## config.mk

```make
export PLATFORM = sky130hd
export DESIGN_NAME = mulhi_unit
export DESIGN_NICKNAME = d
export VERILOG_FILES = /design/src/rtl/mhu_pkg.sv /design/src/rtl/mhu_decode.sv /design/src/rtl/mhu_shiftadd.sv /design/src/rtl/mhu_cond.sv /design/src/rtl/mulhi_unit.sv
export SDC_FILE = /design/constraint.sdc
export NUM_CORES = 1
export LEC_CHECK = 0
export BUFFER_PORTS_ARGS = -buffer_cell sky130_fd_sc_hd__clkbuf_2
export CORE_ASPECT_RATIO = 0.6
export CORE_UTILIZATION = 35
export DETAILED_ROUTE_END_ITERATION = 6
export PLACE_DENSITY = 0.63
export SETUP_SLACK_MARGIN = 0.15
export SLEW_MARGIN = 0
export SYNTH_ARGS = -nofsm -noshare
export SYNTH_HDL_FRONTEND = slang
export SYNTH_SLANG_ARGS = --single-unit
export TNS_END_PERCENT = 100
```

## constraint.sdc

```tcl
create_clock -name clk -period 6.7 [get_ports clk]
set_input_delay 0.67 -clock clk [delete_from_list [all_inputs] [get_ports clk]]
set_output_delay 0.67 -clock clk [all_outputs]
set_load 0.02 [all_outputs]
```

## src/rtl/mhu_pkg.sv

```systemverilog
package mhu_pkg;
    localparam int INSN_W = 32;
    localparam int REG_W  = 5;
    localparam logic [5:0] PRIMARY_OP  = 6'd31;
    localparam logic [8:0] EXTENDED_OP = 9'd9;

    typedef struct packed {
        logic [REG_W-1:0] rt;
        logic             oe;
        logic             rc;
        logic             legal;
    } dec_t;

    typedef struct packed {
        logic lt;
        logic gt;
        logic eq;
        logic so;
    } crf_t;

    // Bit 0 is the MSB of the word, so field bit k sits at insn[31-k].
    function automatic dec_t decode_word(input logic [INSN_W-1:0] w);
        dec_t d;
        d.rt    = w[25:21];
        d.oe    = w[10];
        d.rc    = w[0];
        d.legal = (w[31:26] == PRIMARY_OP) && (w[9:1] == EXTENDED_OP);
        return d;
    endfunction
endpackage

```

## src/rtl/mhu_decode.sv

```systemverilog
module mhu_decode
    import mhu_pkg::*;
(
    input  logic [INSN_W-1:0] insn_i,
    output dec_t              dec_o
);
    always_comb dec_o = decode_word(insn_i);
endmodule

```

## src/rtl/mhu_shiftadd.sv

```systemverilog
module mhu_shiftadd #(
    parameter int W = 64
) (
    input  logic         clk,
    input  logic         rst,
    input  logic         load_i,
    input  logic [W-1:0] a_i,
    input  logic [W-1:0] b_i,
    output logic         busy_o,
    output logic         done_o,
    output logic [W-1:0] hi_o
);
    localparam int CNT_W = $clog2(W + 1);
    localparam logic [CNT_W-1:0] LAST = CNT_W'(W - 1);

    logic [W-1:0]     mcand_q, mplier_q, acc_q;
    logic [CNT_W-1:0] cnt_q;
    logic             busy_q, done_q;
    logic [W:0]       sum;
    logic [2*W-1:0]   step;

    always_comb begin
        sum  = {1'b0, acc_q} + (mplier_q[0] ? {1'b0, mcand_q} : '0);
        step = {sum, mplier_q[W-1:1]};
    end

    always_ff @(posedge clk) begin
        if (rst) begin
            busy_q   <= 1'b0;
            done_q   <= 1'b0;
            cnt_q    <= '0;
            acc_q    <= '0;
            mcand_q  <= '0;
            mplier_q <= '0;
        end else begin
            done_q <= 1'b0;
            if (busy_q) begin
                acc_q    <= step[2*W-1:W];
                mplier_q <= step[W-1:0];
                cnt_q    <= cnt_q + 1'b1;
                if (cnt_q == LAST) begin
                    busy_q <= 1'b0;
                    done_q <= 1'b1;
                end
            end else if (load_i) begin
                mcand_q  <= a_i;
                mplier_q <= b_i;
                acc_q    <= '0;
                cnt_q    <= '0;
                busy_q   <= 1'b1;
            end
        end
    end

    assign busy_o = busy_q;
    assign done_o = done_q;
    assign hi_o   = acc_q;

    AST_DONE_FOLLOWS_BUSY: assert property (@(posedge clk) disable iff (rst)
        done_q |-> $past(busy_q));
    AST_BUSY_DONE_EXCL: assert property (@(posedge clk) disable iff (rst)
        $onehot0({busy_q, done_q}));
    AST_LOAD_WHILE_BUSY: assert property (@(posedge clk) disable iff (rst)
        (busy_q && load_i) |=> (busy_q || done_q));
endmodule

```

## src/rtl/mhu_cond.sv

```systemverilog
module mhu_cond
    import mhu_pkg::*;
#(
    parameter int W = 64
) (
    input  logic         clk,
    input  logic         rst,
    input  logic         en_i,
    input  logic [W-1:0] res_i,
    input  logic         so_i,
    output crf_t         crf_o
);
    always_comb begin
        crf_o = '0;
        if (en_i) begin
            crf_o.lt = res_i[W-1];
            crf_o.eq = (res_i == '0);
            crf_o.gt = !res_i[W-1] && (res_i != '0);
            crf_o.so = so_i;
        end
    end

    AST_CR_ONE_RELATION: assert property (@(posedge clk) disable iff (rst)
        en_i |-> $onehot({crf_o.lt, crf_o.gt, crf_o.eq}));
    AST_CR_QUIET: assert property (@(posedge clk) disable iff (rst)
        !en_i |-> (crf_o == '0));
endmodule

```

## src/rtl/mulhi_unit.sv

```systemverilog
module mulhi_unit
    import mhu_pkg::*;
#(
    parameter int DATA_W = 64
) (
    input  logic              clk,
    input  logic              rst,
    input  logic              start_i,
    input  logic [31:0]       insn_i,
    input  logic [DATA_W-1:0] src_a_i,
    input  logic [DATA_W-1:0] src_b_i,
    input  logic              xer_so_i,
    output logic              busy_o,
    output logic              done_o,
    output logic [4:0]        dest_o,
    output logic [DATA_W-1:0] result_o,
    output logic              cr_we_o,
    output logic [3:0]        cr_o,
    output logic              err_o
);
    dec_t             dec;
    logic             mul_busy, mul_done, accept, launch;
    logic [4:0]       rt_q;
    logic             rc_q, so_q, err_q;
    logic [DATA_W-1:0] hi;
    crf_t             crf;

    mhu_decode u_dec (.insn_i(insn_i), .dec_o(dec));

    assign accept = start_i && !mul_busy;
    assign launch = accept && dec.legal;

    mhu_shiftadd #(.W(DATA_W)) u_mul (
        .clk(clk), .rst(rst), .load_i(launch),
        .a_i(src_a_i), .b_i(src_b_i),
        .busy_o(mul_busy), .done_o(mul_done), .hi_o(hi)
    );

    always_ff @(posedge clk) begin
        if (rst) begin
            rt_q  <= '0;
            rc_q  <= 1'b0;
            so_q  <= 1'b0;
            err_q <= 1'b0;
        end else begin
            err_q <= accept && !dec.legal;
            if (launch) begin
                rt_q <= dec.rt;
                rc_q <= dec.rc;
                so_q <= xer_so_i;
            end
        end
    end

    mhu_cond #(.W(DATA_W)) u_cond (
        .clk(clk), .rst(rst), .en_i(mul_done && rc_q),
        .res_i(hi), .so_i(so_q), .crf_o(crf)
    );

    assign busy_o   = mul_busy;
    assign done_o   = mul_done;
    assign dest_o   = rt_q;
    assign result_o = hi;
    assign cr_we_o  = mul_done && rc_q;
    assign cr_o     = crf;
    assign err_o    = err_q;

    AST_BUSY_NEEDS_START: assert property (@(posedge clk) disable iff (rst)
        $rose(busy_o) |-> $past(start_i));
    AST_ERR_EXCLUSIVE: assert property (@(posedge clk) disable iff (rst)
        err_o |-> !(busy_o || done_o));
    AST_CRWE_WITH_DONE: assert property (@(posedge clk) disable iff (rst)
        cr_we_o |-> done_o);
endmodule

```

==> parameters.txt, run 1 <==
Parameter                              Value

CTS
  Post-CTS setup-driven buffer insertion count    0
  Root Buffer    clkbuf_16
  Clock buffer count from CTS    23
  Clock buffer depth    3
  Clk slew on worst S/H paths    0.06 ns
  Clock tree from TritonCTS    yes
  Count of hold-fix buffers inserted at cts    0
  # H-tree levels    1
  Later-pin clock latency in the skew report    0.55 ns
  Number of gates given a new drive strength after cts    0
  Sink count of the clock tree    209

Setup path
  Sort of element at the end of the critical path    flip-flop
  R2r startpoint    u_mul.mplier_q[0]$_SDFFE_PP0P_
  Type of origin of the critical path    flip-flop
  Required time at the endpoint of the critical path    7.13 ns
  Number of cells traversed by the worst register-to-register path    13
  Kind of critical path    reg -> reg
  Reg2reg setup slack    2.40 ns
  CP max FO    42
  Arrival time worst endpoint    4.73 ns
  Capture point of the worst reg-to-reg path    u_mul.hi_o[51]$_SDFFE_PP0P_

STA
  Share of the clock period used by the worst path after layout    64.18%
  Worst-case clock skew    0.01121 ns
  Slew Limit Fails    0
  Hold_ws    0.3423 ns
  Final worst path period need    4.300 ns
  Setup TNS Final    0 ns
  Smallest setup slack after layout    2.400 ns
  Unrepaired setup endpoints after global routing    no
  Count of final hold-check violations    0
  Setup-failing EPs final    0
  Slew at the pin closest to its max-slew limit    1.125 ns
  Worst rel slew slack    24.86%
  Achievable clock frequency    232.6 MHz

Yosys
  Async set-or-reset flop fraction in the synthesized netlist    0%
  Number of distinct library cells after synthesis    82
  Flops & latches, synth    209
  Post-synth net total    1727
  Number of synthesized flops with an enable pin    0
  Sequential area share after synthesis    35.22%
  Cell count after synthesis    1497
  Top_reg_cell synth    dfxtp_1
  Synth Cell Area    11880 um^2
  Average cell area after synthesis    7.935 um^2
  Total of warnings raised by yosys    0

Placed design
  Cells after DPL    2088
  Number of I/O port buffers    229
  Placement Setup Slack    2.409 ns
  Global placer's final weighted congestion    0.9180
  DP Wirelength    28010 um
  Placed cell areas    13320 um^2

Hold path
  End point of the most critical hold path    u_mul.mcand_q[55]$_SDFFE_PP0P_
  Worst min-delay path class    in -> reg
  Critical hold path startpoint    src_a_i[55]
  Hold Crit Depth    3

Route
  Routed via count    11800
  Vias per cell    5.544
  Violation count after the first detailed-route iteration    1054
  Remaining routing DRC violations    4
  Antenna violation net count after detailed routing    0
  Detailed-routing iteration count for the pre-antenna-repair pass    7
  Final routed wirelength across all metal layers    38540 um
  Wirelength per Cell    18.10 um

Power
  Areal power density over the cells    190.5 nW/um^2
  Largest voltage drop on the vdd net    165.3 uV
  Leakage power total    5.965 nW
  Total design power    2.690 mW

Finish
  Final cell utilization of the core    42.89%
  Number of standard cells in the layout, taps in and fillers out    2129
  Count of antenna diodes in the layout    0
  Post-route cell area    14120 um^2
  Layout cell share with drive strength beyond 1    18.58%
  Final #Nets    1893
  Layout area overhead    18.87%

Floorplanning
  Initial Util    36.08%
  # rows    51
  Die outline width    239.8 um
  Core box area    32930 um^2
  Die ar.    34700 um^2
  Overall die height    144.7 um
  Top-level I/O count    241

Run status
  Outcome    finished with violations
  Failing checks    DRC

GRT
  Leftover overflow at the end of global routing    0
  Initial antenna violation count    1
  Maximum number of pins on one net before global-route repair    96
  Global-route wire length before repair    59460 um
  Via count of the first global-routing pass    10580
  Overall track demand over capacity in global routing    21.51%

Run
  Max Cap Viol    0
[power by group]
part           internal [mW]  switching (mW)
clock network          0.811           0.566
registers               1.24       0.0000770
logic                 0.0346          0.0371
total                   2.09           0.603
[registers in the layout (all words and copies together) (netlist names)]
signal,cells
dest_o,5
u_mul.busy_o,1
so_q,1
u_mul.hi_o,64
rc_q,1
u_mul.mplier_q,64
err_o,1
u_mul.cnt_q,7
u_mul.mcand_q,64
u_mul.done_o,1
[placed cells by master (no fill, tap or decap), types with 30 or more instances in the layout]
cell type and n:
a21o_1 31, a21oi_1 169, a222oi_1 63, and2_1 71, clkbuf_2 228, dfxtp_1 208, ha_1 65, nand2_1 243
nor2_1 144, o21ai_0 63, xnor2_1 30
[kinds of logic after synthesis]
family / share of synthesized area [%]
and+or+nand+nor: 22.88
muxes: 0.3371
buffers and inverters: 3.971
adders and majority gates: 7.015
DFF: 35.22
xor gates and xnor gates: 3.908
AOI/OAI and AO/OA: 26.67
[worst max-delay path: stages, from the launching register on]
cell      delay (ns)
dfxtp_1         1.06
and2_1          0.26
ha_1            0.20
inv_1           0.07
fa_1            0.40
and2b_1         0.23
o211a_1         0.23
o211ai_1        0.18
o211ai_1        0.38
nand3_1         0.25
nand4_1         0.24
a31oi_4         0.16
o2111a_1        0.27
a211o_1         0.26
[synthesized netlist by cell type (all sizes together) (5+ instances only)]
cell type  instances  area [um^2]
nand2            245        924.6
dfxtp            209         4184
a21oi            173        877.1
nor2             146        566.8
clkbuf            87        327.8
and2              73        460.5
o21ai             72        360.3
ha                65        813.3
a222oi            63        630.6
a21o              31        232.7
xnor2             30        262.8
inv               24        90.09
xor2              23        201.4
nand4             21        131.4
nor4              20        131.4
and3              19        123.9
a22oi             17        132.6
o21bai            16        123.9
nor3              14        70.07
a31oi             13        117.6
nand3             13        65.06
o21a              13        97.59
buf               11        53.80
o211ai             9        72.57
a211oi             8        75.08
nor3b              7        52.55
a211o              5        43.79
a22o               5        43.79
o2111ai            5        61.31
o31ai              5        56.30
[worst max-delay path by stage]
stage / cells past startpoint / slack (ns) / endpoint / startpoint
finish: 13 / 2.40 / u_mul.hi_o[51]$_SDFFE_PP0P_ / u_mul.mplier_q[0]$_SDFFE_PP0P_
global route: 13 / 1.95 / u_mul.hi_o[51]$_SDFFE_PP0P_ / u_mul.mplier_q[0]$_SDFFE_PP0P_
CTS: 13 / 2.36 / u_mul.hi_o[51]$_SDFFE_PP0P_ / u_mul.mplier_q[0]$_SDFFE_PP0P_
detailed placement: 13 / 2.41 / u_mul.hi_o[51]$_SDFFE_PP0P_ / u_mul.mplier_q[0]$_SDFFE_PP0P_
global placement: 13 / 2.48 / u_mul.hi_o[51]$_SDFFE_PP0P_ / u_mul.mplier_q[0]$_SDFFE_PP0P_
floorplan: 14 / 3.63 / u_mul.hi_o[51]$_SDFFE_PP0P_ / u_mul.mplier_q[0]$_SDFFE_PP0P_
[per-layer routing]
layer | share of wire, % | global-route usage, % | up-vias | routed length [um]
li1 | - | - | 5789 | -
met1 | 51 | 33.82 | 5583 | 19530
met2 | 40 | 29.41 | 386 | 15430
met3 | 7.4 | 4.211 | 45 | 2861
met4 | 1.9 | 4.425 | 0 | 726
met5 | 0 | 0 | - | 0
[cell type report]
| class | instances | area, um^2 |
|---|---|---|
| Clock buffer | 32 | 659.4 |
| Clock inverter | 9 | 145.1 |
| Fill cell | 3397 | 18810 |
| Inverter | 24 | 90.09 |
| Multi-Input combinational cell | 1166 | 7252 |
| Sequential cell | 209 | 4188 |
| Tap cell | 450 | 563.0 |
| Timing Repair Buffer | 239 | 1224 |
Power figures use the tool's default switching activity.
==> inputs of run 2 (changes only) <==
==> constraint.sdc (replaced) <==
create_clock -name clk -period 4.3 [get_ports clk]
set_input_delay 0.43 -clock clk [delete_from_list [all_inputs] [get_ports clk]]
set_output_delay 0.43 -clock clk [all_outputs]
set_load 0.02 [all_outputs]
==> run 2 against run 1 <==
The run now ends clean. Worst hold slack lost 0.24 ns. Count of clock-buffer cells in the layout is 3 lower. Utilization grew 0.25 points. Via count increased by 0.42%. Largest cell class unchanged. Die area unchanged. Critical path type unchanged. Global-route usage increased by 0.21 points. First-iteration DRC count decreased by 1.2%. Non-clock buffer count rose by 4.
==> parameters.txt, run 2 (synthesis results as in run 1) <==
Parameter                              Value

Run status
  Outcome    complete, no violations

STA
  Smallest setup slack after layout    0.7145 ns
  Worst rel slew slack    29.79%
  Count of final hold-check violations    0
  Hold_ws    0.1033 ns
  Slew at the pin closest to its max-slew limit    1.053 ns
  Share of the clock period used by the worst path after layout    83.38%
  Setup-failing EPs final    0
  Unrepaired setup endpoints after global routing    no
  Slew Limit Fails    0
  Setup TNS Final    0 ns
  Worst-case clock skew    0.01397 ns
  Final worst path period need    3.586 ns
  Achievable clock frequency    278.9 MHz

Finish
  Post-route cell area    14200 um^2
  Commonest non-fill, non-tap cell in the layout    nand2_1
  Final cell utilization of the core    43.14%
  Final #Nets    1897
  Layout cell share with drive strength beyond 1    18.94%
  Fill cells    3398
  Count of antenna diodes in the layout    0
  Number of standard cells in the layout, taps in and fillers out    2134
  Layout area overhead    19.57%
  Top library cells by usage in the layout, fill and taps aside    nand2_1 (243), clkbuf_2 (228), dfxtp_1 (208), a21oi_1 (169), nor2_1 (144)

Setup path
  Type of origin of the critical path    flip-flop
  CP max FO    40
  Arrival time worst endpoint    3.97 ns
  Sort of element at the end of the critical path    flip-flop
  Required time at the endpoint of the critical path    4.68 ns
  Kind of critical path    reg -> reg

GRT
  Global-route wire length before repair    59640 um
  Maximum number of pins on one net before global-route repair    102
  Initial antenna violation count    0
  Leftover overflow at the end of global routing    0
  Via count of the first global-routing pass    10630
  Overall track demand over capacity in global routing    21.72%

Route
  Violation count after the first detailed-route iteration    1041
  Wirelength per Cell    18.35 um
  Detailed-routing iteration count for the pre-antenna-repair pass    7
  Sum of met3 wire segment lengths after detailed routing    3206 um
  Antenna violation net count after detailed routing    0
  Remaining routing DRC violations    0
  Final routed wirelength across all metal layers    39170 um
  Highest metal used    met4
  Vias per cell    5.554
  Wire length the detailed router placed on met1    19700 um
  Met2 Wirelength    15510 um
  Routed via count    11850

Power
  Net switching component of the power    932.7 uW
  Int Power    3.345 mW
  Switching fraction of total power    21.80%
  Largest voltage drop on the vdd net    244.8 uV
  Sequential power share    45.2%
  Leakage power total    6.000 nW
  Combinational cell fraction of total power    2.6%
  Proportion of power drawn by the clock network    52.2%
  Areal power density over the cells    301.2 nW/um^2
  Total design power    4.278 mW

Placed design
  Cells after DPL    2092
  Global placer's final weighted congestion    0.9094
  Placed cell areas    13360 um^2
  Number of I/O port buffers    229
  DP Wirelength    28830 um
  Placement Setup Slack    0.8245 ns

Floorplanning
  Initial Util    36.08%
  # rows    51
  Die outline width    239.8 um
  Die ar.    34700 um^2
  Overall die height    144.7 um
  Top-level I/O count    241
  Core box area    32930 um^2

CTS
  Sink count of the clock tree    209
  Clk slew on worst S/H paths    0.07 ns
  Root Buffer    clkbuf_16
  Clock tree from TritonCTS    yes
  Number of gates given a new drive strength after cts    0
  # H-tree levels    1
  Later-pin clock latency in the skew report    0.54 ns
  Clock buffer depth    3
  Clock buffer count from CTS    23
  Post-CTS setup-driven buffer insertion count    0
  Count of hold-fix buffers inserted at cts    0

Hold path
  Worst min-delay path class    in -> reg

Run
  Max Cap Viol    0
[run 2: cell count changes in the layout (fill, tap and decap cells not counted), moves of 2 or more]
cell	delta
clkinvlp_4	+2
clkbuf_1	-2
bufinv_16	+2
buf_4	+3
[run 2: path summary, 6_finish.rpt]
| kind | start | to | slack [ns] | depth (start not counted) |
|---|---|---|---|---|
| worst max-delay path | u_mul.mplier_q[0]$_SDFFE_PP0P_ | u_mul.hi_o[40]$_SDFFE_PP0P_ | 0.71 | 12 |
| worst min register to register | u_mul.mcand_q[59]$_SDFFE_PP0P_ | u_mul.mcand_q[59]$_SDFFE_PP0P_ | 0.45 | 2 |
| worst min-delay path | insn_i[23] | dest_o[2]$_SDFFE_PP0P_ | 0.10 | 3 |
| worst max register to register | u_mul.mplier_q[0]$_SDFFE_PP0P_ | u_mul.hi_o[40]$_SDFFE_PP0P_ | 0.71 | 12 |
[run 2: layout make-up]
cell class	count	area (um^2)	area share (%)
clock inverter	13	206.4	1.453
tap	450	563.0	3.964
timing repair buffer	243	1266	8.915
clock buffer	29	638.1	4.493
inverter	24	90.09	0.6343
sequential	209	4188	29.48
multi-input combinational	1166	7252	51.06
[run 2: critical path: stages (launching register included)]
cell	delay [ns]
dfxtp_1	0.36
buf_4	0.34
and2_1	0.19
ha_1	0.28
a21oi_1	0.35
o21ai_0	0.14
a31oi_1	0.17
o21ai_0	0.31
a221oi_2	0.50
a21boi_0	0.38
o21ai_1	0.16
xnor2_1	0.15
o21ai_0	0.09
[run 2: power groups by stage]
stage                     combinational, mW  clock [mW]  sequential (mW)
after floorplan                      0.0295           0             1.98
after global placement                0.111           0             1.98
after detailed placement              0.111           0             1.98
after CTS                             0.112        2.27             1.94
after global routing                  0.121        2.36             1.93
final                                 0.111        2.23             1.94
[run 2: routing by layer]
metal,vias up,GRT usage [%]
li1,5783,-
met3,47,4.230
met2,440,29.37
met1,5583,34.37
met5,-,0
met4,0,4.727
==> inputs of run 3 (changes only) <==
--- a/config.mk
+++ b/config.mk
@@ -5,11 +5,12 @@
 export SDC_FILE = /design/constraint.sdc
 export NUM_CORES = 1
 export LEC_CHECK = 0
+export ABC_AREA = 1
 export BUFFER_PORTS_ARGS = -buffer_cell sky130_fd_sc_hd__clkbuf_2
 export CORE_ASPECT_RATIO = 0.6
 export CORE_UTILIZATION = 35
 export DETAILED_ROUTE_END_ITERATION = 6
-export PLACE_DENSITY = 0.63
+export PLACE_DENSITY = 0.62
 export SETUP_SLACK_MARGIN = 0.15
 export SLEW_MARGIN = 0
 export SYNTH_ARGS = -nofsm -noshare
==> constraint.sdc (replaced) <==
create_clock -name clk -period 3.6 [get_ports clk]
set_input_delay 0.36 -clock clk [delete_from_list [all_inputs] [get_ports clk]]
set_output_delay 0.36 -clock clk [all_outputs]
set_load 0.02 [all_outputs]
==> run 3 against run 2 <==
The flow now finishes with violations (DRC). Wire length rose by 27%. Via count rose by 29%. Register-to-register slack got worse by 0.11 ns. Clock power rose by 5%. Combinational power rose by 32%. Die area rose by 19%. Critical path type is now reg -> out.
==> parameters.txt, run 3 <==
Parameter                              Value

Run status
  Outcome    finished with violations
  Failing checks    DRC

Placed design
  DP Wirelength    39390 um
  Global placer's final weighted congestion    0.9443
  Number of I/O port buffers    229

Yosys
  Synth area leaders    dfxtp_1 (30%), nand2_1 (24%), inv_1 (13%)
  Total of warnings raised by yosys    0
  Number of distinct library cells after synthesis    35
  Post-synth net total    2651
  Synth Cell Area    14100 um^2
  Cell count after synthesis    2421
  Average cell area after synthesis    5.825 um^2
  Area share of the largest cell type after synthesis    29.67%
  Library cell with the highest instance count after synthesis    nand2_1
  Number of synthesized flops with an enable pin    0
  Top_reg_cell synth    dfxtp_1
  Flops & latches, synth    209
  Async set-or-reset flop fraction in the synthesized netlist    0%
  Top cell type by total area after synthesis    dfxtp_1
  Sequential area share after synthesis    29.67%
  Most frequent cells after synthesis    nand2_1 (889), inv_1 (471), a21oi_1 (224), dfxtp_1 (209), nor2_1 (127)

STA
  Worst-case clock skew    0.02864 ns
  Slew at the pin closest to its max-slew limit    1.104 ns
  Count of final hold-check violations    0
  Final worst path period need    3.039 ns
  Slew Limit Fails    0
  Achievable clock frequency    329.1 MHz
  Setup TNS Final    0 ns
  Setup-failing EPs final    0
  Unrepaired setup endpoints after global routing    no
  Share of the clock period used by the worst path after layout    84.42%
  Worst rel slew slack    26.43%
  Hold_ws    0.07323 ns

Route
  Vias per cell    4.860
  Antenna violation net count after detailed routing    0
  Wirelength per Cell    15.83 um
  Routed via count    15280
  Final routed wirelength across all metal layers    49770 um
  Violation count after the first detailed-route iteration    1235
  Detailed-routing iteration count for the pre-antenna-repair pass    7
  Remaining routing DRC violations    7

Power
  Leakage power total    8.578 nW
  Combinational cell fraction of total power    3.1%
  Areal power density over the cells    293.1 nW/um^2
  Int Power    3.700 mW
  Largest voltage drop on the vdd net    249.7 uV
  Switching fraction of total power    22.90%
  Sequential power share    48.2%
  Proportion of power drawn by the clock network    48.8%
  Net switching component of the power    1.099 mW
  Total design power    4.798 mW

Floorplanning
  Die ar.    41130 um^2
  Die outline width    261.1 um
  # rows    56
  Overall die height    157.5 um
  Initial Util    35.81%
  Top-level I/O count    241
  Core box area    39380 um^2

Setup path
  Type of origin of the critical path    flip-flop
  Beginning of the critical path    u_mul.hi_o[63]$_SDFFE_PP0P_
  Required time at the endpoint of the critical path    3.24 ns
  Kind of critical path    reg -> out
  Arrival time worst endpoint    2.68 ns
  CP max FO    6
  R2r startpoint    u_mul.mplier_q[0]$_SDFFE_PP0P_
  Sort of element at the end of the critical path    output port

Hold path
  Critical hold path startpoint    src_b_i[62]
  Worst min-delay path class    in -> reg

Run
  Max Cap Viol    0

Finish
  Final #Nets    2836
  Top library cells by usage in the layout, fill and taps aside    nand2_1 (889), inv_1 (470), clkbuf_2 (228), a21oi_1 (224), dfxtp_1 (207)
  Final cell utilization of the core    41.57%
  Layout area overhead    16.08%
  Commonest non-fill, non-tap cell in the layout    nand2_1
  Layout cell share with drive strength beyond 1    11.37%
  Count of antenna diodes in the layout    0

CTS
  Count of hold-fix buffers inserted at cts    0
  Clock tree from TritonCTS    yes
  Root Buffer    clkbuf_16
  Clock buffer depth    3
  Number of gates given a new drive strength after cts    0
  Sink count of the clock tree    209
  Post-CTS setup-driven buffer insertion count    0
  Clock buffer count from CTS    22
  Clk slew on worst S/H paths    0.07 ns
  Later-pin clock latency in the skew report    0.56 ns
  # H-tree levels    1

GRT
  Maximum number of pins on one net before global-route repair    97
  Leftover overflow at the end of global routing    0
  Initial antenna violation count    0
  Global-route wire length before repair    76740 um
  Via count of the first global-routing pass    13830
  Overall track demand over capacity in global routing    24.09%
run 3: cell families after synthesis:
group,after synthesis,share of synthesized area [%]
adder cells (fa/ha/maj),66,5.909
buffers and inverters,554,15.14
flip-flops,209,29.67
AND/OR/NAND/NOR,1195,34.30
AO/OA/AOI/OAI,397,14.99
run 3: cell type report:
class | instances | area (um^2)
clock buffer | 36 | 654.4
clock inverter | 4 | 56.30
fill | 4310 | 23010
inverter | 474 | 1782
multi-input combinational | 1658 | 7784
sequential | 209 | 4189
tap | 522 | 653.1
timing repair buffer | 241 | 1251
run 3: routing by layer:
| metal | up-vias | share of wire (%) | track usage [%] |
|---|---|---|---|
| met1 | 6934 | 52 | 37.31 |
| met3 | 39 | 8.4 | 4.960 |
| met2 | 452 | 38 | 34.18 |
| li1 | 7856 | - | - |
| met5 | - | 0 | 0 |
| met4 | 0 | 1.2 | 3.128 |
run 3: path summary, 6_finish.rpt:
path | endpoint | slack (ns) | cells past startpoint
worst max-delay path | cr_o[2] | 0.56 | 7
worst min-delay path | u_mul.mplier_q[62]$_SDFFE_PP0P_ | 0.07 | 3
worst max register to register | u_mul.hi_o[39]$_SDFFE_PP0P_ | 0.60 | 15
worst min register to register | u_mul.mcand_q[23]$_SDFFE_PP0P_ | 0.45 | 2
run 3: power groups by stage:
| stage | clock network, mW | logic [mW] | registers (mW) |
|---|---|---|---|
| floorplan | 0 | 0.0483 | 2.37 |
| global placement | 0 | 0.147 | 2.36 |
| detailed placement | 0 | 0.149 | 2.36 |
| CTS | 2.41 | 0.150 | 2.31 |
| global route | 2.51 | 0.165 | 2.31 |
| finish | 2.34 | 0.147 | 2.31 |
run 3: metrics by stage:
step | std cells | area [um^2] | setup WS (ns)
floorplan | 2421 | 14100 | 1.193
global placement | 3104 | 15660 | 0.6347
finish | 3144 | 16370 | 0.5610
detailed placement | 3104 | 15660 | 0.6630
global route | 3144 | 16370 | 0.2507
CTS | 3144 | 16370 | 0.4486
run 3: worst max-delay path, cell delays in order, from the launching register on:
cell and delay, ns:
dfxtp_1 0.43, nor4_1 0.45, nand4_1 0.31, nor3_1 0.48
nand2_1 0.14, nand2_1 0.09, nor2_1 0.04, clkbuf_2 0.17
